### config.mk
export PLATFORM = sky130hd
export DESIGN_NAME = presc_divn
export DESIGN_NICKNAME = d
export VERILOG_FILES = /design/src/rtl/presc_divn_pkg.sv /design/src/rtl/presc_stage.sv /design/src/rtl/tick_route.sv /design/src/rtl/divn_stage.sv /design/src/rtl/presc_divn.sv
export SDC_FILE = /design/constraint.sdc
export NUM_CORES = 1
export LEC_CHECK = 0
export BUFFER_PORTS_ARGS = -buffer_cell sky130_fd_sc_hd__buf_2
export CORE_MARGIN = 3
export CORE_UTILIZATION = 40
export CTS_CLUSTER_DIAMETER = 30
export DETAILED_ROUTE_END_ITERATION = 16
export GPL_TIMING_DRIVEN = 0
export MAX_ROUTING_LAYER = met4
export PLACE_DENSITY = 0.59
export SKIP_CTS_REPAIR_TIMING = 1
export SYNTH_ARGS = -nofsm -noshare
export SYNTH_HDL_FRONTEND = slang
export SYNTH_HIERARCHICAL = 1
export SYNTH_SLANG_ARGS = --single-unit
### constraint.sdc
create_clock -name clk -period 2.9 [get_ports clk]
set_input_delay 0.145 -clock clk [delete_from_list [all_inputs] [get_ports clk]]
set_output_delay 0.145 -clock clk [all_outputs]
set_load 0.01 [all_outputs]
### src/rtl/presc_divn_pkg.sv
package presc_divn_pkg;

   localparam int NUM_CODES = 4;

   typedef enum logic [1:0] {
      SEL_DIV4   = 2'b00,
      SEL_DIV16  = 2'b01,
      SEL_DIV64  = 2'b10,
      SEL_DIV100 = 2'b11
   } div_code_e;

   localparam int DEFAULT_RATIOS [NUM_CODES] = '{4, 16, 64, 100};

   function automatic int max_ratio(input int r [NUM_CODES]);
      int m;
      m = 0;
      for (int i = 0; i < NUM_CODES; i++) begin
         if (r[i] > m) m = r[i];
      end
      return m;
   endfunction

endpackage

### src/rtl/presc_stage.sv
module presc_stage
   import presc_divn_pkg::*;
#(
   parameter int RATIOS [NUM_CODES] = DEFAULT_RATIOS
) (
   input  logic       clk,
   input  logic       rst_n,
   input  logic       in_tick,
   input  logic [1:0] div_sel,
   output logic       pre_tick
);

   localparam int MAXR = max_ratio(RATIOS);
   localparam int CW   = $clog2(MAXR + 1);

   for (genvar i = 0; i < NUM_CODES; i++) begin : g_ratio_chk
      if (RATIOS[i] < 2) begin : g_bad
         $error("presc_stage: every ratio must be at least 2");
      end
   end

   logic [CW-1:0] ratio_tab [NUM_CODES];

   for (genvar i = 0; i < NUM_CODES; i++) begin : g_tab
      assign ratio_tab[i] = CW'(RATIOS[i]);
   end

   div_code_e     code;
   logic [CW-1:0] cnt_q;
   logic [CW-1:0] act_q;
   logic [CW-1:0] eff;
   logic          at_start;
   logic          last;
   logic          pre_q;

   assign code     = div_code_e'(div_sel);
   assign at_start = (cnt_q == '0);
   // the ratio is sampled only when a period begins
   assign eff      = at_start ? ratio_tab[code] : act_q;
   assign last     = (cnt_q == eff - CW'(1));

   always_ff @(posedge clk or negedge rst_n) begin
      if (!rst_n) begin
         cnt_q <= '0;
         act_q <= CW'(RATIOS[0]);
         pre_q <= 1'b0;
      end else begin
         pre_q <= in_tick && last;
         if (in_tick) begin
            if (at_start) act_q <= ratio_tab[code];
            cnt_q <= last ? '0 : cnt_q + CW'(1);
         end
      end
   end

   assign pre_tick = pre_q;

endmodule

### src/rtl/tick_route.sv
module tick_route (
   input  logic cascade,
   input  logic pre_tick,
   input  logic ext_tick,
   output logic cnt_tick
);

   always_comb begin
      cnt_tick = cascade ? pre_tick : ext_tick;
   end

endmodule

### src/rtl/divn_stage.sv
module divn_stage #(
   parameter int NW = 4
) (
   input  logic          clk,
   input  logic          rst_n,
   input  logic          cnt_tick,
   input  logic          reload,
   input  logic [NW-1:0] preset_val,
   output logic          zero_tick,
   output logic          n_err
);

   if (NW < 1) begin : g_bad_nw
      $error("divn_stage: NW must be at least 1");
   end

   // rem_q == 0 marks a fresh period that takes N from the preset bus
   logic [NW-1:0] rem_q;
   logic [NW-1:0] cur;
   logic          err;
   logic          step;
   logic          hit;
   logic          zero_q;

   assign err  = (preset_val == '0);
   assign cur  = (rem_q == '0) ? preset_val : rem_q;
   assign step = cnt_tick && !reload && !err;
   assign hit  = step && (cur == NW'(1));

   always_ff @(posedge clk or negedge rst_n) begin
      if (!rst_n) begin
         rem_q  <= '0;
         zero_q <= 1'b0;
      end else begin
         zero_q <= hit;
         if (reload) begin
            rem_q <= '0;
         end else if (step) begin
            rem_q <= cur - NW'(1);
         end
      end
   end

   assign zero_tick = zero_q;
   assign n_err     = err;

endmodule

### src/rtl/presc_divn.sv
module presc_divn
   import presc_divn_pkg::*;
#(
   parameter int RATIOS [NUM_CODES] = DEFAULT_RATIOS,
   parameter int NW = 4
) (
   input  logic          clk,
   input  logic          rst_n,
   input  logic          in_tick,
   input  logic          ext_tick,
   input  logic          cascade,
   input  logic [1:0]    div_sel,
   input  logic [NW-1:0] preset_val,
   input  logic          reload,
   output logic          pre_tick,
   output logic          zero_tick,
   output logic          n_err
);

   logic pre_int;
   logic cnt_tick;

   presc_stage #(.RATIOS(RATIOS)) u_presc (
      .clk      (clk),
      .rst_n    (rst_n),
      .in_tick  (in_tick),
      .div_sel  (div_sel),
      .pre_tick (pre_int)
   );

   tick_route u_route (
      .cascade  (cascade),
      .pre_tick (pre_int),
      .ext_tick (ext_tick),
      .cnt_tick (cnt_tick)
   );

   divn_stage #(.NW(NW)) u_divn (
      .clk        (clk),
      .rst_n      (rst_n),
      .cnt_tick   (cnt_tick),
      .reload     (reload),
      .preset_val (preset_val),
      .zero_tick  (zero_tick),
      .n_err      (n_err)
   );

   assign pre_tick = pre_int;

endmodule

==> metrics.md, run 1 <==
| Metric | Value |
|---|---|
| Status | `completed` |
| Post-synth EDFFs | `0` |
| Die area | `3990 sq um` |
| First-pass DRT Iterations | `4` |
| Kind of critical path | `reg2reg` |
| Post-DR vias/cell | `5.38` |
| Clock latency on the worst-skew pair | `0.29 ns` |
| Slowest cell on the critical path | `dfrtp_2` |
| HP Class | `in2reg` |
| Crit path required time | `3.07 ns` |
| Root Buffer | `clkbuf_4` |
| Vias in the first global route | `1,021` |
| Critical path cell sequence | `inv_1, ha_1, nor2b_2, nand3_2, nand2_1, ha_1, nor3b_2, nand2_1, xnor2_1, o32ai_4, a21oi_1` |
| Area growth syn-to-layout | `12.4%` |
| Final ANT Viol Nets | `0` |
| Yosys cell types | `43` |
| TritonCTS clock tree | `yes` |
| Routed vias | `1,012` |
| Die Y | `63.1 um` |
| Syn Nets | `146` |
| GRT Total Usage | `14.7%` |
| Gpl congestion | `0.913` |
| Starting Density | `42.4%` |
| CTS Buf Count | `3` |
| Final instance area | `1470 sq um` |
| CP arrival | `2.83 ns` |
| CP endpoint kind | `flop` |
| Flops & latches, synth | `20` |
| Leak | `0.624 nW` |
| RSZ-0062 raised after global routing | `no` |
| Util after Layout | `47.7%` |
| Syn avg cell area | `10.1 sq um` |
| Inserted Diodes | `0` |
| Total gr overflow | `0` |
| Clock sinks | `20` |
| Post-Place Cells | `184` |
| PortBufs | `11` |
| Largest net degree at the start of global routing | `21` |
| DRC violations left | `0` |
| Final Hold Viols | `0` |
| Placed inst area | `1420 sq um` |
| Synth warn | `6` |
| First-pass GRT wire length | `4.57 mm` |
| Fillers | `299` |
| Sequential fraction of the synthesis area | `38.4%` |
| Setup Skew | `0.00357 ns` |
| Final setup fails | `0` |
| Final nets | `162` |
| Max Slew Vio Count | `0` |
| Starting DRT DRC Count | `77` |
| Final period utilization | `91.8%` |
| Max Freq | `0.376 GHz` |
| Initial antenna violation count | `0` |
| Rows | `20` |
| Met3 Use GR | `2.50%` |
| CP max FO | `9` |
| Area taken by multi-input logic gates | `773 sq um` |
| Headroom to the max-slew limit | `66.4%` |
| Hold slack | `0.0803 ns` |
| GRT busiest layer | `met2` |
| GR Util met2 | `24.2%` |
| GRT met1 Usage | `18.0%` |
| WL final | `2.55 mm` |
| Avg WL per Cell | `13.6 um` |
| Io pins | `15` |
| Worst Tran Pin Value | `0.497 ns` |
| Layout cells sized above 1 | `21.5%` |
| Min Tclk post-route | `2.66 ns` |
| Delay of the slowest critical-path stage | `0.48 ns` |
| Most common cell after layout, fill and taps aside | `dfrtp_1` |
| Total core area | `3080 sq um` |
| Non-Filler Instances | `188` |
| Dpl hpwl | `1.94 mm` |
| Ys flop type | `dfrtp_1` |
| Worst Setup Start Kind | `flop` |
| VDD IR-drop max | `0.392 mV` |
| Post-Synthesis Cells | `129` |
| Asr flop ratio synth | `100%` |
| Max-cap viol count | `0` |
| Cell Area, Synth | `1310 sq um` |
| Die Span X | `63.1 um` |
| H-tree depth | `1` |
| Pwr Density | `767 nW/um^2` |
| Reg clk slew, reported paths | `0.10 ns` |
| Clock Tree Buf Depth | `2` |
| Leading cell types in the layout, fill and taps excluded | `dfrtp_1, buf_2, xnor2_1` |
| Register area | `503 sq um` |
==> layout make-up <==
type | instances | share of cell area (%)
flip-flops and latches | 20 | 34.3
clock buffers | 4 | 1.79
repair buffers | 12 | 4.43
well taps | 44 | 3.75
multi-input cells | 100 | 52.7
plain buffers | 3 | 1.79
inverters | 5 | 1.28
==> worst max-delay path, delay by kind of cell (launching register included) <==
kind            cells  cell delay, ns
compound gates      2            0.57
xor+xnor            1            0.17
fa+ha+maj           2            0.35
buf+inv             1            0.10
flops               1            0.48
simple gates        5            0.86
==> synth_stat cells (all sizes together), types with 4 or more instances <==
| cell type | number | area, sq um |
|---|---|---|
| inv | 5 | 18.8 |
| ha | 5 | 62.6 |
| nor2 | 6 | 25.0 |
| nand4 | 5 | 31.3 |
| mux2 | 4 | 48.8 |
| nor3 | 4 | 20.0 |
| dfrtp | 19 | 475 |
| xnor2 | 11 | 96.3 |
| xor2 | 9 | 78.8 |
| and2 | 4 | 25.0 |
| nand2 | 7 | 26.3 |
| a21oi | 9 | 45.0 |
==> worst paths after layout <==
kind                             startpoint                to  slack (ns)  cells after the start
min reg2reg                u_presc/act_q[6]  u_presc/act_q[6]        0.53                      2
min                                  reload   u_divn/rem_q[0]        0.08                      2
max in group asynchronous             rst_n  u_presc/act_q[2]        2.24                      2
max                        u_presc/cnt_q[0]  u_presc/cnt_q[3]        0.24                     11
max reg2reg                u_presc/cnt_q[0]  u_presc/cnt_q[3]        0.24                     11
min in group asynchronous             rst_n  u_presc/pre_tick        0.32                      2
==> report_power, final <==
group          switching [mW]  total, mW  internal, mW
clock                  0.0792      0.133        0.0535
combinational           0.266      0.512         0.246
sequential              0.119      0.480         0.361
total                   0.465       1.13         0.660
==> layer usage <==
metal  up-vias  part of all wire [%]
met5         -                     0
met4         0                  0.71
met3         2                   2.9
met2        17                    51
met1       493                    45
li1        500                     -
==> kinds of logic (layout without fill, tap and decap cells) <==
| logic type | after synthesis | in the layout | share of synthesized area, % |
|---|---|---|---|
| simple gates | 43 | 43 | 19.2 |
| xor+xnor | 20 | 20 | 13.4 |
| fa+ha+maj | 5 | 5 | 4.79 |
| flops | 20 | 20 | 38.4 |
| buf+inv | 9 | 24 | 3.74 |
| compound gates | 27 | 27 | 16.0 |
| mux | 5 | 5 | 4.50 |
==> sequential cells by signal, summed over array words and instances, names as in the netlist <==
signal / flops
u_presc/act_q: 7
u_presc/cnt_q: 7
u_divn/rem_q: 4
u_divn/zero_tick: 1
u_presc/pre_tick: 1
==> per-stage QoR <==
stage / setup TNS [ns] / power (mW) / worst slack [ns]
2_1_floorplan: 0 / 0.876 / 0.261
3_3_place_gp: -0.622 / 0.965 / -0.0894
3_5_place_dp: -1.11 / 0.986 / -0.151
4_1_cts: -1.23 / 1.12 / -0.164
5_1_grt: 0 / 1.23 / 0.00453
6_report: 0 / 1.13 / 0.239
Power figures use the tool's default switching activity.
==> run 2, diff against run 1 <==
--- a/config.mk
+++ b/config.mk
@@ -7,12 +7,12 @@
 export LEC_CHECK = 0
 export BUFFER_PORTS_ARGS = -buffer_cell sky130_fd_sc_hd__buf_2
 export CORE_MARGIN = 3
-export CORE_UTILIZATION = 40
+export CORE_UTILIZATION = 37
 export CTS_CLUSTER_DIAMETER = 30
 export DETAILED_ROUTE_END_ITERATION = 16
 export GPL_TIMING_DRIVEN = 0
 export MAX_ROUTING_LAYER = met4
-export PLACE_DENSITY = 0.59
+export PLACE_DENSITY = 0.56
 export SKIP_CTS_REPAIR_TIMING = 1
 export SYNTH_ARGS = -nofsm -noshare
 export SYNTH_HDL_FRONTEND = slang
==> metrics.md, run 2 (synthesis results as in run 1) <==
| Metric | Value |
|---|---|
| Rows | `20` |
| Initial antenna violation count | `0` |
| Vias in the first global route | `1,018` |
| Die Y | `65.4 um` |
| CP arrival | `2.90 ns` |
| VDD IR-drop max | `0.413 mV` |
| Max Slew Vio Count | `0` |
| R2R Setup Slk | `0.24 ns` |
| Status | `completed` |
| Fillers | `327` |
| Die Span X | `65.4 um` |
| Final ANT Viol Nets | `0` |
| Root Buffer | `clkbuf_4` |
| Non-Filler Instances | `191` |
| Max-cap viol count | `0` |
| HP Class | `in2reg` |
| Post-DR vias/cell | `5.43` |
| Max Freq | `0.376 GHz` |
| Area taken by multi-input logic gates | `771 sq um` |
| Final Hold Viols | `0` |
| First-pass DRT Iterations | `4` |
| Leading cell types in the layout, fill and taps excluded | `dfrtp_1, buf_2, xnor2_1` |
| Final setup fails | `0` |
| GRT Total Usage | `14.0%` |
| PortBufs | `11` |
| Crit path required time | `3.14 ns` |
| Total gr overflow | `0` |
| Biggest regs | `u_presc/act_q: 7 flops, u_presc/cnt_q: 7 flops, u_divn/rem_q: 4 flops` |
| Final nets | `165` |
| Worst Setup Start Kind | `flop` |
| Headroom to the max-slew limit | `58.9%` |
| CP max FO | `9` |
| Pwr Density | `788 nW/um^2` |
| WL final | `2.74 mm` |
| Routed vias | `1,038` |
| Setup WS pre-CTS | `-0.226 ns` |
| Min Tclk post-route | `2.66 ns` |
| Largest net degree at the start of global routing | `21` |
| Clock latency on the worst-skew pair | `0.29 ns` |
| Power, Total | `1.18 mW` |
| CP endpoint kind | `flop` |
| Clock Tree Buf Depth | `2` |
| Reg clk slew, reported paths | `0.11 ns` |
| Dpl hpwl | `2.00 mm` |
| Gpl congestion | `0.832` |
| Kind of critical path | `reg2reg` |
| Leak | `0.646 nW` |
| Clock sinks | `20` |
| Final period utilization | `91.7%` |
| Starting Density | `40.8%` |
| Io pins | `15` |
| Setup Skew | `0.00319 ns` |
| First-pass GRT wire length | `4.55 mm` |
| Register area | `503 sq um` |
| Area growth syn-to-layout | `14.7%` |
| H-tree depth | `1` |
| Worst Tran Pin Value | `0.609 ns` |
| PnR worst setup slack | `0.241 ns` |
| Layout cells sized above 1 | `23.1%` |
| TritonCTS clock tree | `yes` |
| Avg WL per Cell | `14.4 um` |
| Starting DRT DRC Count | `40` |
| Die area | `4280 sq um` |
| DRC violations left | `0` |
| Most common cell after layout, fill and taps aside | `dfrtp_1` |
| Post-Place Cells | `184` |
| Total core area | `3200 sq um` |
| CTS Buf Count | `3` |
| Inserted Diodes | `0` |
==> run 2: cell count changes in the layout (fill, tap and decap cells not counted) <==
| cell | before | now |
|---|---|---|
| buf_4 | 0 | 3 |
| clkbuf_1 | 2 | 1 |
| clkbuf_8 | 0 | 1 |
| nor2b_1 | 1 | 2 |
| nor2b_2 | 1 | 0 |
==> run 2: power breakdown <==
part | switching [mW] | total (mW) | internal (mW)
sequential | 0.120 | 0.481 | 0.361
combinational | 0.275 | 0.539 | 0.264
clock | 0.0837 | 0.160 | 0.0765
==> run 2: routing by layer <==
metal | part of all wire [%] | track usage [%] | vias up
li1 | - | - | 506
met1 | 47 | 16.9 | 516
met2 | 49 | 23.6 | 14
met3 | 3.2 | 3.42 | 2
met4 | 0.66 | 3.63 | 0
met5 | 0 | - | -
==> run 2: cell type report <==
class / count / area share [%]
multi-input cells: 100 / 51.5
flip-flops and latches: 20 / 33.6
repair buffers: 15 / 5.85
well taps: 44 / 3.68
clock buffers: 4 / 2.42
plain buffers: 3 / 1.75
inverters: 5 / 1.25
==> run 2: path summary, 6_finish.rpt <==
| path | end | cells after the start | start |
|---|---|---|---|
| setup / recovery | u_presc/pre_tick | 12 | u_presc/cnt_q[0] |
| hold / removal | u_divn/rem_q[0] | 2 | reload |
| setup reg to reg | u_presc/pre_tick | 12 | u_presc/cnt_q[0] |
| hold reg to reg | u_presc/act_q[6] | 2 | u_presc/act_q[6] |
| max in group asynchronous | u_presc/cnt_q[0] | 2 | rst_n |
| min in group asynchronous | u_divn/rem_q[0] | 2 | rst_n |
==> run 2: worst max-delay path, cell delays in order, from the launching register on <==
cell and delay [ns]:
dfrtp_2 0.49, inv_1 0.10, ha_1 0.13, nor2b_1 0.22, nand3_2 0.18, nand2_1 0.14
ha_1 0.22, nor3b_2 0.25, nand2_1 0.10, xnor2_1 0.18, o32ai_4 0.30, buf_4 0.18
and2_1 0.12
==> run 2: per-stage QoR <==
step                      hold slack, ns  TNS [ns]  instance area (sq um)  util [%]
after CTS                         -0.211     -1.88                   1450      45.4
after floorplan                   -0.151         0                   1310         -
final                             0.0892         0                   1500      46.8
after detailed placement           0.128     -1.66                   1420      44.2
after global routing              0.0757  -0.00174                   1500      46.8
after global placement             0.118    -0.975                   1420      44.2
==> run 3, diff against run 2 <==
--- a/config.mk
+++ b/config.mk
@@ -11,9 +11,11 @@
 export CTS_CLUSTER_DIAMETER = 30
 export DETAILED_ROUTE_END_ITERATION = 16
 export GPL_TIMING_DRIVEN = 0
+export HOLD_SLACK_MARGIN = 0.1
 export MAX_ROUTING_LAYER = met4
 export PLACE_DENSITY = 0.56
 export SKIP_CTS_REPAIR_TIMING = 1
+export SKIP_LAST_GASP = 1
 export SYNTH_ARGS = -nofsm -noshare
 export SYNTH_HDL_FRONTEND = slang
 export SYNTH_HIERARCHICAL = 1
==> constraint.sdc (replaced) <==
create_clock -name clk -period 3.37 [get_ports clk]
set_input_delay 0.1685 -clock clk [delete_from_list [all_inputs] [get_ports clk]]
set_output_delay 0.1685 -clock clk [all_outputs]
set_load 0.01 [all_outputs]
==> metrics.md, run 3 (synthesis results as in run 1) <==
| Metric | Value |
|---|---|
| Hold slack | `0.154 ns` |
| DRC violations left | `0` |
| Io pins | `15` |
| First-pass GRT wire length | `4.55 mm` |
| Final nets | `166` |
| Clock Tree Buf Depth | `2` |
| Routed vias | `1,043` |
| Slowest cell on the critical path | `dfrtp_1` |
| Area growth syn-to-layout | `14.3%` |
| Kind of critical path | `reg2reg` |
| Die area | `4280 sq um` |
| Gpl congestion | `0.832` |
| Critical path cell sequence | `clkbuf_1, inv_1, ha_1, nor2b_1, nand3_1, nand2_1, ha_1, nor3b_1, nand2_1, xnor2_1, o32ai_4, buf_4, a21oi_1` |
| Dpl hpwl | `2.00 mm` |
| HP Class | `in2reg` |
| CP max FO | `8` |
| Delay-heaviest family, CP | `simple AND/OR/NAND/NOR gates` |
| Starting DRT DRC Count | `56` |
| Setup WS pre-CTS | `0.244 ns` |
| Final TNS setup | `0 ns` |
| Delay of the slowest critical-path stage | `0.40 ns` |
| Starting Density | `40.8%` |
| Vias in the first global route | `1,018` |
| Clock latency on the worst-skew pair | `0.30 ns` |
| CP endpoint kind | `flop` |
| Crit path required time | `3.54 ns` |
| WL final | `2.70 mm` |
| Total core area | `3200 sq um` |
| Pwr Density | `674 nW/um^2` |
| Final setup fails | `0` |
| Reg clk slew, reported paths | `0.11 ns` |
| Inserted Diodes | `0` |
| Final period utilization | `89.3%` |
| GRT Total Usage | `14.0%` |
| Total gr overflow | `0` |
| Status | `completed` |
| Max-cap viol count | `0` |
| Most common cell after layout, fill and taps aside | `dfrtp_1` |
| First-pass DRT Iterations | `4` |
| Initial antenna violation count | `0` |
| Leading cell types in the layout, fill and taps excluded | `dfrtp_1, buf_2, xnor2_1` |
| Worst Tran Pin Value | `0.533 ns` |
| R2R Setup Slk | `0.36 ns` |
| PortBufs | `11` |
| CTS Buf Count | `3` |
| CP bufs+invs | `3` |
| PnR worst setup slack | `0.359 ns` |
| Clock sinks | `20` |
| Placed inst area | `1420 sq um` |
| Final ANT Viol Nets | `0` |
| Min Tclk post-route | `3.01 ns` |
| H-tree depth | `1` |
| Root Buffer | `clkbuf_4` |
| Post-DR vias/cell | `5.43` |
| Worst Setup Start Kind | `flop` |
| Setup Skew | `0.00546 ns` |
| Rows | `20` |
| Die Span X | `65.4 um` |
| VDD IR-drop max | `0.417 mV` |
| Final Hold Viols | `0` |
| Layout cells sized above 1 | `20.3%` |
| Headroom to the max-slew limit | `64.0%` |
| Max Freq | `0.332 GHz` |
| Largest net degree at the start of global routing | `21` |
| RSZ-0062 raised after global routing | `no` |
| TritonCTS clock tree | `yes` |
| Leak | `0.644 nW` |
| CP arrival | `3.18 ns` |
| Final instance area | `1490 sq um` |
| Max Slew Vio Count | `0` |
| Biggest regs | `u_presc/act_q: 7 flops, u_presc/cnt_q: 7 flops, u_divn/rem_q: 4 flops` |
| Avg WL per Cell | `14.1 um` |
| Die Y | `65.4 um` |
run 3: changes by cell type in the layout (fill, tap and decap cells not counted):
cell,previous run,this run
buf_4,3,2
nor3b_2,1,0
nand3_2,1,0
nand3_1,0,1
dlygate4sd3_1,1,2
clkbuf_1,1,2
dfrtp_2,1,0
nor3b_1,1,2
dfrtp_1,18,19
run 3: layout make-up:
cell class / count / area [sq um]
Fill cell: 328 / 1710
Multi-Input combinational cell: 100 / 761
Sequential cell: 20 / 502
Timing Repair Buffer: 15 / 90.1
Tap cell: 44 / 55.1
Clock buffer: 4 / 36.3
Buffer: 4 / 30.0
Inverter: 5 / 18.8
run 3: path summary, 6_finish.rpt:
path	from	endpoint	depth (start not counted)
max reg2reg	u_presc/cnt_q[0]	u_presc/cnt_q[5]	13
min	div_sel[1]	u_presc/act_q[6]	3
max	u_presc/cnt_q[0]	u_presc/cnt_q[5]	13
max in group asynchronous	rst_n	u_presc/act_q[2]	2
min in group asynchronous	rst_n	u_divn/rem_q[0]	2
min reg2reg	u_presc/act_q[6]	u_presc/act_q[6]	2
run 3: power breakdown:
group | total, mW | switching [mW] | internal (mW)
Clock | 0.139 | 0.0730 | 0.0658
Combinational | 0.469 | 0.245 | 0.223
Sequential | 0.399 | 0.0904 | 0.309
run 3: metal layers:
| layer | vias to the layer above | share of wire (%) | wire (um) | track usage [%] |
|---|---|---|---|---|
| met5 | - | 0 | 0 | - |
| met2 | 14 | 49 | 1330 | 23.6 |
| met1 | 521 | 47 | 1270 | 16.9 |
| li1 | 506 | - | - | - |
| met3 | 2 | 3.2 | 86 | 3.42 |
| met4 | 0 | 0.67 | 18 | 3.63 |
run 3: stage by stage:
stage / power (mW) / instances / utilization, %
floorplan: 0.754 / 129 / -
global placement: 0.833 / 184 / 44.2
global route: 1.10 / 192 / 46.6
detailed placement: 0.854 / 184 / 44.2
finish: 1.01 / 192 / 46.6
CTS: 0.996 / 188 / 45.4
run 3: tightest hold or removal path: cells and delay by family:
family / cells / cell delay [ns]
buf+inv: 2 / 0.17
compound gates: 1 / 0.08
